--- config.mk ---
export PLATFORM = sky130hd
export DESIGN_NAME = flash_prog_ctrl
export DESIGN_NICKNAME = d
export VERILOG_FILES = /design/src/rtl/flash_prog_pkg.sv /design/src/rtl/fpc_mode_decode.sv /design/src/rtl/fpc_strobe_timer.sv /design/src/rtl/fpc_store.sv /design/src/rtl/flash_prog_ctrl.sv
export SDC_FILE = /design/constraint.sdc
export NUM_CORES = 2
export LEC_CHECK = 0
export BUFFER_PORTS_ARGS = -buffer_cell sky130_fd_sc_hd__buf_2
export CAP_MARGIN = 20
export CORE_ASPECT_RATIO = 1.2
export CORE_MARGIN = 10
export CORE_UTILIZATION = 55
export DETAILED_ROUTE_END_ITERATION = 8
export PLACE_DENSITY = 0.68
export SETUP_SLACK_MARGIN = 0.5
export SLEW_MARGIN = 20
export SYNTH_ARGS = -nofsm -noshare
export SYNTH_HDL_FRONTEND = slang
export SYNTH_SLANG_ARGS = --single-unit
--- constraint.sdc ---
create_clock -name clk -period 3.8 [get_ports clk]
set_clock_uncertainty 0.05 [all_clocks]
set_input_delay 0.38 -clock clk [delete_from_list [all_inputs] [get_ports clk]]
set_output_delay 0.38 -clock clk [all_outputs]
set_load 0.005 [all_outputs]
--- src/rtl/flash_prog_pkg.sv ---
// Shared operation and pulse-rule types for the parallel programming front end.
// Assumes a four-bit mode code with bit 3 as the first select pin.
package flash_prog_pkg;

    typedef enum logic [3:0] {
        OP_NONE,
        OP_MASS_ERASE,
        OP_WR_PROG,
        OP_RD_PROG,
        OP_WR_ENC,
        OP_RD_LOCK,
        OP_WR_OPT,
        OP_ER_OPT,
        OP_RD_ID,
        OP_WR_LB1,
        OP_WR_LB2,
        OP_WR_LB3
    } op_e;

    typedef enum logic [1:0] {
        RULE_NONE,
        RULE_SHORT,
        RULE_LONG
    } rule_e;

    // Translate a mode code into an operation.
    function automatic op_e decode_mode(input logic [3:0] m);
        case (m)
            4'b1000: return OP_MASS_ERASE;
            4'b0111: return OP_WR_PROG;
            4'b0011: return OP_RD_PROG;
            4'b0101: return OP_WR_ENC;
            4'b0001: return OP_RD_LOCK;
            4'b0100: return OP_WR_OPT;
            4'b1001: return OP_ER_OPT;
            4'b0000: return OP_RD_ID;
            4'b1111: return OP_WR_LB1;
            4'b1100: return OP_WR_LB2;
            4'b1010: return OP_WR_LB3;
            default: return OP_NONE;
        endcase
    endfunction

    // Width rule that a strobe pulse must meet for an operation.
    function automatic rule_e rule_of(input op_e op);
        case (op)
            OP_MASS_ERASE, OP_ER_OPT:                 return RULE_LONG;
            OP_WR_PROG, OP_WR_ENC, OP_WR_OPT,
            OP_WR_LB1, OP_WR_LB2, OP_WR_LB3:          return RULE_SHORT;
            default:                                  return RULE_NONE;
        endcase
    endfunction

    // True for operations that drive the data bus.
    function automatic logic is_read_op(input op_e op);
        return (op == OP_RD_PROG) || (op == OP_RD_LOCK) || (op == OP_RD_ID);
    endfunction

endpackage

--- src/rtl/fpc_mode_decode.sv ---
// Combinational decoder from the mode pins to an operation, its width rule
// and whether it is a read. Assumes the pins are already synchronous to clk.
module fpc_mode_decode
    import flash_prog_pkg::*;
(
    input  logic [3:0] mode_i,
    output op_e        op_o,
    output logic       is_read_o
);

    // Decode the pins once; the read flag follows from the operation.
    always_comb begin
        op_o      = decode_mode(mode_i);
        is_read_o = is_read_op(op_o);
    end

endmodule

--- src/rtl/fpc_strobe_timer.sv ---
// Counts the clock edges at which the program strobe is sampled low, and on
// the strobe's rising edge judges the pulse against the rule of the latched
// operation. Assumes strobe_n_i is synchronous; the count saturates at a cap
// that keeps both rules exact.
module fpc_strobe_timer
    import flash_prog_pkg::*;
#(
    parameter int SHORT_MAX_CYC = 8,
    parameter int LONG_MIN_CYC  = 20
) (
    input  logic  clk,
    input  logic  rst_n,
    input  logic  strobe_n_i,
    input  rule_e rule_i,
    output logic  accept_o,
    output logic  reject_o
);

    localparam int CAP   = (LONG_MIN_CYC > SHORT_MAX_CYC) ? LONG_MIN_CYC : SHORT_MAX_CYC + 1;
    localparam int CNT_W = $clog2(CAP + 1);
    localparam logic [CNT_W-1:0] CAP_V   = CNT_W'(CAP);
    localparam logic [CNT_W-1:0] SHORT_V = CNT_W'(SHORT_MAX_CYC);
    localparam logic [CNT_W-1:0] LONG_V  = CNT_W'(LONG_MIN_CYC);

    logic             low_q;
    logic [CNT_W-1:0] cnt_q;
    logic             rise;
    logic             width_ok;

    // Track the previous strobe level and count low samples.
    always_ff @(posedge clk) begin
        if (!rst_n) begin
            low_q <= 1'b0;
            cnt_q <= '0;
        end else begin
            low_q <= !strobe_n_i;
            if (!strobe_n_i) begin
                if (cnt_q != CAP_V) cnt_q <= cnt_q + 1'b1;
            end else begin
                cnt_q <= '0;
            end
        end
    end

    // Judge the finished pulse at the rising edge.
    always_comb begin
        rise = strobe_n_i && low_q;
        case (rule_i)
            RULE_SHORT: width_ok = (cnt_q <= SHORT_V);
            RULE_LONG:  width_ok = (cnt_q >= LONG_V);
            default:    width_ok = 1'b0;
        endcase
        accept_o = rise && width_ok;
        reject_o = rise && !width_ok;
    end

endmodule

--- src/rtl/fpc_store.sv ---
// Behavioural flash contents: program bytes, encryption bytes, lock levels and
// option register, with the read multiplexer for all read codes. Writes occur
// on wr_en; reads are combinational from current state, so a read in the
// commit cycle sees the old content. Assumes ENC_DEPTH <= PROG_DEPTH.
module fpc_store
    import flash_prog_pkg::*;
#(
    parameter int         ADDR_W     = 14,
    parameter int         PROG_DEPTH = 256,
    parameter int         ENC_DEPTH  = 64,
    parameter logic [7:0] MFG_ID     = 8'hDA,
    parameter logic [7:0] DEV_ID     = 8'h4B,
    parameter logic [7:0] DEV_EXT    = 8'h01,
    parameter logic [7:0] OPT_ERASED = 8'hF7,
    localparam int        PROG_AW    = $clog2(PROG_DEPTH),
    localparam int        ENC_AW     = $clog2(ENC_DEPTH)
) (
    input  logic               clk,
    input  logic               rst_n,
    input  logic               wr_en_i,
    input  op_e                wr_op_i,
    input  logic [PROG_AW-1:0] wr_addr_i,
    input  logic [7:0]         wr_data_i,
    input  op_e                rd_op_i,
    input  logic [ADDR_W-1:0]  rd_addr_i,
    output logic [7:0]         rd_data_o,
    output logic [2:0]         lock_o
);

    localparam logic [ADDR_W-1:0] A_LOCK = ADDR_W'('h40);
    localparam logic [ADDR_W-1:0] A_MFG  = ADDR_W'('h30);
    localparam logic [ADDR_W-1:0] A_DEV  = ADDR_W'('h31);
    localparam logic [ADDR_W-1:0] A_EXT  = ADDR_W'('h60);
    localparam logic [ADDR_W-1:0] A_OPT  = ADDR_W'('hFC);

    logic [7:0] prog_mem [PROG_DEPTH];
    logic [7:0] enc_mem  [ENC_DEPTH];
    logic [2:0] lock_q;
    logic [7:0] opt_q;

    // Program memory: byte write or full erase.
    always_ff @(posedge clk) begin
        if (!rst_n || (wr_en_i && wr_op_i == OP_MASS_ERASE)) begin
            for (int i = 0; i < PROG_DEPTH; i++) prog_mem[i] <= 8'hFF;
        end else if (wr_en_i && wr_op_i == OP_WR_PROG) begin
            prog_mem[wr_addr_i] <= wr_data_i;
        end
    end

    // Encryption array: byte write or full erase.
    always_ff @(posedge clk) begin
        if (!rst_n || (wr_en_i && wr_op_i == OP_MASS_ERASE)) begin
            for (int i = 0; i < ENC_DEPTH; i++) enc_mem[i] <= 8'hFF;
        end else if (wr_en_i && wr_op_i == OP_WR_ENC) begin
            enc_mem[wr_addr_i[ENC_AW-1:0]] <= wr_data_i;
        end
    end

    // Lock levels (cumulative clears) and option register.
    always_ff @(posedge clk) begin
        if (!rst_n) begin
            lock_q <= 3'b111;
            opt_q  <= OPT_ERASED;
        end else if (wr_en_i) begin
            case (wr_op_i)
                OP_MASS_ERASE: lock_q <= 3'b111;
                OP_WR_LB1:     lock_q <= lock_q & 3'b110;
                OP_WR_LB2:     lock_q <= lock_q & 3'b100;
                OP_WR_LB3:     lock_q <= 3'b000;
                OP_WR_OPT:     opt_q  <= wr_data_i;
                OP_ER_OPT:     opt_q  <= OPT_ERASED;
                default:       ;
            endcase
        end
    end

    // Read multiplexer for the three read codes.
    always_comb begin
        rd_data_o = 8'h00;
        case (rd_op_i)
            OP_RD_PROG: rd_data_o = ~(prog_mem[rd_addr_i[PROG_AW-1:0]]
                                      ^ enc_mem[rd_addr_i[ENC_AW-1:0]]);
            OP_RD_LOCK: if (rd_addr_i == A_LOCK) rd_data_o = {5'b00000, lock_q};
            OP_RD_ID: begin
                if      (rd_addr_i == A_MFG) rd_data_o = MFG_ID;
                else if (rd_addr_i == A_DEV) rd_data_o = DEV_ID;
                else if (rd_addr_i == A_EXT) rd_data_o = DEV_EXT;
                else if (rd_addr_i == A_OPT) rd_data_o = opt_q;
            end
            default: ;
        endcase
    end

    assign lock_o = lock_q;

endmodule

--- src/rtl/flash_prog_ctrl.sv ---
// Top of the parallel programming front end. Decodes the mode pins, latches
// mode/address/data at every edge the strobe is low, commits at the strobe's
// rising edge when the width rule holds, and registers read data, output
// enable and the error flag. Assumes all pins are synchronous to clk.
module flash_prog_ctrl
    import flash_prog_pkg::*;
#(
    parameter int         ADDR_W        = 14,
    parameter int         PROG_DEPTH    = 256,
    parameter int         ENC_DEPTH     = 64,
    parameter int         SHORT_MAX_CYC = 8,
    parameter int         LONG_MIN_CYC  = 20,
    parameter logic [7:0] MFG_ID        = 8'hDA,
    parameter logic [7:0] DEV_ID        = 8'h4B,
    parameter logic [7:0] DEV_EXT       = 8'h01
) (
    input  logic              clk,
    input  logic              rst_n,
    input  logic [3:0]        mode_i,
    input  logic              strobe_n_i,
    input  logic [ADDR_W-1:0] addr_i,
    input  logic [7:0]        din_i,
    output logic [7:0]        dout_o,
    output logic              dout_oe_o,
    output logic              err_o
);

    localparam int PROG_AW = $clog2(PROG_DEPTH);

    op_e                op_pin;
    logic               rd_pin;
    op_e                op_l;
    logic [PROG_AW-1:0] addr_l;
    logic [7:0]         din_l;
    logic               accept_w;
    logic               reject_w;
    logic [7:0]         rd_data_w;
    logic [2:0]         lock_w;
    logic [7:0]         dout_q;
    logic               oe_q;
    logic               err_q;

    fpc_mode_decode u_dec (
        .mode_i    (mode_i),
        .op_o      (op_pin),
        .is_read_o (rd_pin)
    );

    // Hold the operation as seen at the last low-strobe edge.
    always_ff @(posedge clk) begin
        if (!rst_n) begin
            op_l   <= OP_NONE;
            addr_l <= '0;
            din_l  <= '0;
        end else if (!strobe_n_i) begin
            op_l   <= op_pin;
            addr_l <= addr_i[PROG_AW-1:0];
            din_l  <= din_i;
        end
    end

    fpc_strobe_timer #(
        .SHORT_MAX_CYC (SHORT_MAX_CYC),
        .LONG_MIN_CYC  (LONG_MIN_CYC)
    ) u_timer (
        .clk        (clk),
        .rst_n      (rst_n),
        .strobe_n_i (strobe_n_i),
        .rule_i     (rule_of(op_l)),
        .accept_o   (accept_w),
        .reject_o   (reject_w)
    );

    fpc_store #(
        .ADDR_W     (ADDR_W),
        .PROG_DEPTH (PROG_DEPTH),
        .ENC_DEPTH  (ENC_DEPTH),
        .MFG_ID     (MFG_ID),
        .DEV_ID     (DEV_ID),
        .DEV_EXT    (DEV_EXT)
    ) u_store (
        .clk       (clk),
        .rst_n     (rst_n),
        .wr_en_i   (accept_w),
        .wr_op_i   (op_l),
        .wr_addr_i (addr_l),
        .wr_data_i (din_l),
        .rd_op_i   (op_pin),
        .rd_addr_i (addr_i),
        .rd_data_o (rd_data_w),
        .lock_o    (lock_w)
    );

    // Register the bus outputs and the verdict of each finished pulse.
    always_ff @(posedge clk) begin
        if (!rst_n) begin
            dout_q <= 8'h00;
            oe_q   <= 1'b0;
            err_q  <= 1'b0;
        end else begin
            oe_q   <= rd_pin && strobe_n_i;
            dout_q <= (rd_pin && strobe_n_i) ? rd_data_w : 8'h00;
            if (accept_w || reject_w) err_q <= reject_w;
        end
    end

    assign dout_o    = dout_q;
    assign dout_oe_o = oe_q;
    assign err_o     = err_q;

endmodule

==> metrics <==
status=complete, but fails checks; failing checks=DRC; Pleak=0.03476 uW; Antenna Violating Nets Remaining=0; CP endpoint=dout_o[0]; Reg2Reg Depth=10; Worst Setup Start Kind=flop; Clock Latency Late Sink=0.98 ns; first-pass GRT wire length=582.1 mm; Achievable Freq=294.3 MHz; Power Dens Cells=461.4 nW/um2; top_reg_cell synth=edfxtp_1; RSZ-0062 raised after global routing=yes; crit path from=u_store.prog_mem[175][0]; vias in the first global route=78201; drt pass-1 iters=9; worst path required time=4.55 ns; CTS H-tree lvls=5; Post-synth EDFFs=2560; crit path max fanout=1; top cells by area, synth=edfxtp_1, mux4_2, nand2_1, or3_1, clkbuf_1; CTS tree=done; grt ovf=0; nets=8834; antenna violations before repair=41; Area growth syn-to-layout=14.22%; gr busiest metal=met2; Die X-Extent=441.6 um; area of the mapped netlist=117300 um2; syn nets=8467; Final Max Slew Viols=0; CORE AREA=212000 um2; GR Util met2=0.5304; GR Util met3=0.1083; Setup Crit Path Kind=flop to flop; crit path DAT=4.15 ns; largest net degree at the start of global routing=153; Cell variety after synth=65; Post-DP HPWL=292.2 mm; worst reg2reg path endpoint=dout_o[0]; Reg clk slew, reported paths=0.06 ns; vias=81089; setup slack, reg-to-reg=0.40 ns; wire length per cell=35.38 um; Mapped Avg Cell Area=13.92 um2; met1 GRT Util=0.4318; cell count after synthesis=8428; Core Util, Final=0.6319; maxcap violations=0; Final min period=3.398 ns; clk buf depth=4; vias per std cell=6.864; final hold vios=0; clk sinks=2609; actual slew at the worst max-slew pin=1.194 ns; synth warn=0; largest area contributor in the netlist=edfxtp_1; post-synthesis sequential area ratio=0.6638; final setup vio count=0; Root Buffer=clkbuf_16; area fraction of the dominant cell type after synthesis=0.6554; Hold WS=0.08287 ns; Tcrit/Tclk final=0.8942; 1st-iter DRT viols=13909; DIE AREA=232200 um2; row count=185; IO Port Bufs=38; total track usage=0.3549; die outline height=525.9 um; critical path endpoint category=flop; DR DRC count=52; Post-Route WL=417.9 mm; type of the most critical hold path=input pin to flop; share of layout cells above drive strength 1=0.2402; Post-Route Setup TNS=0 ns; CTS Buf Count=277; gpl congestion=1.111; Worst VDD drop=0.5889 mV; Slew headroom=0.2021; fraction of registers with async set/reset=0; Yosys reg bits=2609; boundary pin count=39; Initial Util=0.5532; reg-to-reg critical path startpoint=u_store.prog_mem[175][0]
==> synthesized netlist by cell type (11+ instances only) <==
cell         n
a21oi_1     36
nor2b_1     36
buf_1       23
a211oi_1    35
buf_4       58
buf_6       15
buf_2      122
o21ai_0    326
xnor2_1     11
nor3_1      37
clkbuf_1   576
inv_1       15
a22oi_1     85
mux2_2      15
nand3_1     51
o22ai_1     85
mux4_2     641
mux2i_1    141
or3_1      549
nand2b_1    31
nand2_1   2067
edfxtp_1  2560
nor3b_1     11
or2_2      202
nor2_1     475
a31oi_1     32
and3_1      16
a221oi_1    12
dfxtp_1     49
==> power breakdown <==
group / internal, uW / switching (uW) / total [uW] / leakage [uW]
Combinational: 1120 / 2610 / 3730 / 0.0123
Clock: 15200 / 11200 / 26400 / 0.00418
Sequential: 31600 / 161 / 31700 / 0.0183
==> per-layer routing <==
metal / vias up / share of wire
met4: 38 / 0.098
li1: 32121 / -
met3: 1613 / 0.14
met5: - / 0.00069
met1: 40324 / 0.31
met2: 6993 / 0.45
==> how the worst min path moves through the flow <==
stage                           start           endpoint  depth (start not counted)
floorplan           u_store.lock_o[2]  u_store.lock_o[2]                          2
global placement     u_store.opt_q[3]   u_store.opt_q[3]                          2
detailed placement   u_store.opt_q[3]   u_store.opt_q[3]                          2
CTS                         addr_i[1]          addr_l[1]                          4
global route                addr_i[1]          addr_l[1]                          4
finish                      addr_i[1]          addr_l[1]                          4
==> stage by stage <==
| step | total power (uW) | setup WS (ns) | instance area [um2] | instances |
|---|---|---|---|---|
| 2_1_floorplan | 34080 | 0.6601 | 117300 | 8428 |
| 3_3_place_gp | 35820 | -0.4532 | 124800 | 11285 |
| 3_5_place_dp | 35860 | -0.4424 | 124800 | 11285 |
| 4_1_cts | 61620 | 0.4718 | 133600 | 11781 |
| 5_1_grt | 62940 | 0.4528 | 133900 | 11794 |
| 6_report | 61810 | 0.4022 | 134000 | 11814 |
==> placed cells by master, fill, tap and decap left out, types with 22 or more instances in the layout <==
cell	n
diode_2	22
nand2b_1	31
clkinv_2	46
a211oi_1	35
clkbuf_16	288
edfxtp_1	2560
dfxtp_1	39
or3_1	548
buf_12	83
nand3_1	50
nor2b_1	32
buf_4	728
or2_2	203
buf_2	35
o21ai_1	62
dlygate4sd3_1	22
nand2_1	2059
o21ai_0	258
a21oi_1	36
clkbuf_1	52
mux4_2	641
a31oi_1	31
mux2i_1	141
nor2_1	466
nor3_1	34
o22ai_1	83
a22oi_1	82
clkinv_1	53
==> sequential cells by signal (all words and copies together) (netlist names), 4 cells and up <==
| signal | cells |
|---|---|
| dout_o | 8 |
| u_store.prog_mem | 2048 |
| u_store.enc_mem | 512 |
| u_timer.cnt_q | 5 |
| op_l | 4 |
| u_store.opt_q | 8 |
| din_l | 8 |
| addr_l | 8 |
==> what timing repair did <==
action,in CTS,in global routing
endpoints found under the setup margin,1128,1586
gates cloned,0,4
pin swaps,2,5
resized for setup,31,59
buffers inserted,3,5
hold endpoints to repair,22,0
hold buffers,22,0
==> kinds of logic after synthesis <==
logic type / share of synthesized area
simple gates: 0.1327
buf+inv: 0.03030
fa+ha+maj: 0.001067
compound gates: 0.03465
flops: 0.6638
xor+xnor: 0.0009707
mux: 0.1366
==> area by class of cell <==
class / instances / area, um2
clock buffer: 340 / 7368
fill: 15624 / 78050
sequential: 2609 / 77890
antenna: 22 / 55.05
clock inverter: 131 / 1157
timing repair buffer: 882 / 7772
inverter: 20 / 80.08
multi-input combinational: 5005 / 36150
tap: 2805 / 3510
==> critical path, stage by stage, from the launching register on <==
cell       delay (ns)
edfxtp_1         0.37
mux4_2           0.56
a22oi_2          0.50
buf_4            0.22
and3_1           0.16
o2111ai_1        0.39
nor3b_1          0.31
buf_4            0.21
o22ai_1          0.20
xnor2_1          0.16
o22ai_1          0.10
Power figures use the tool's default switching activity.
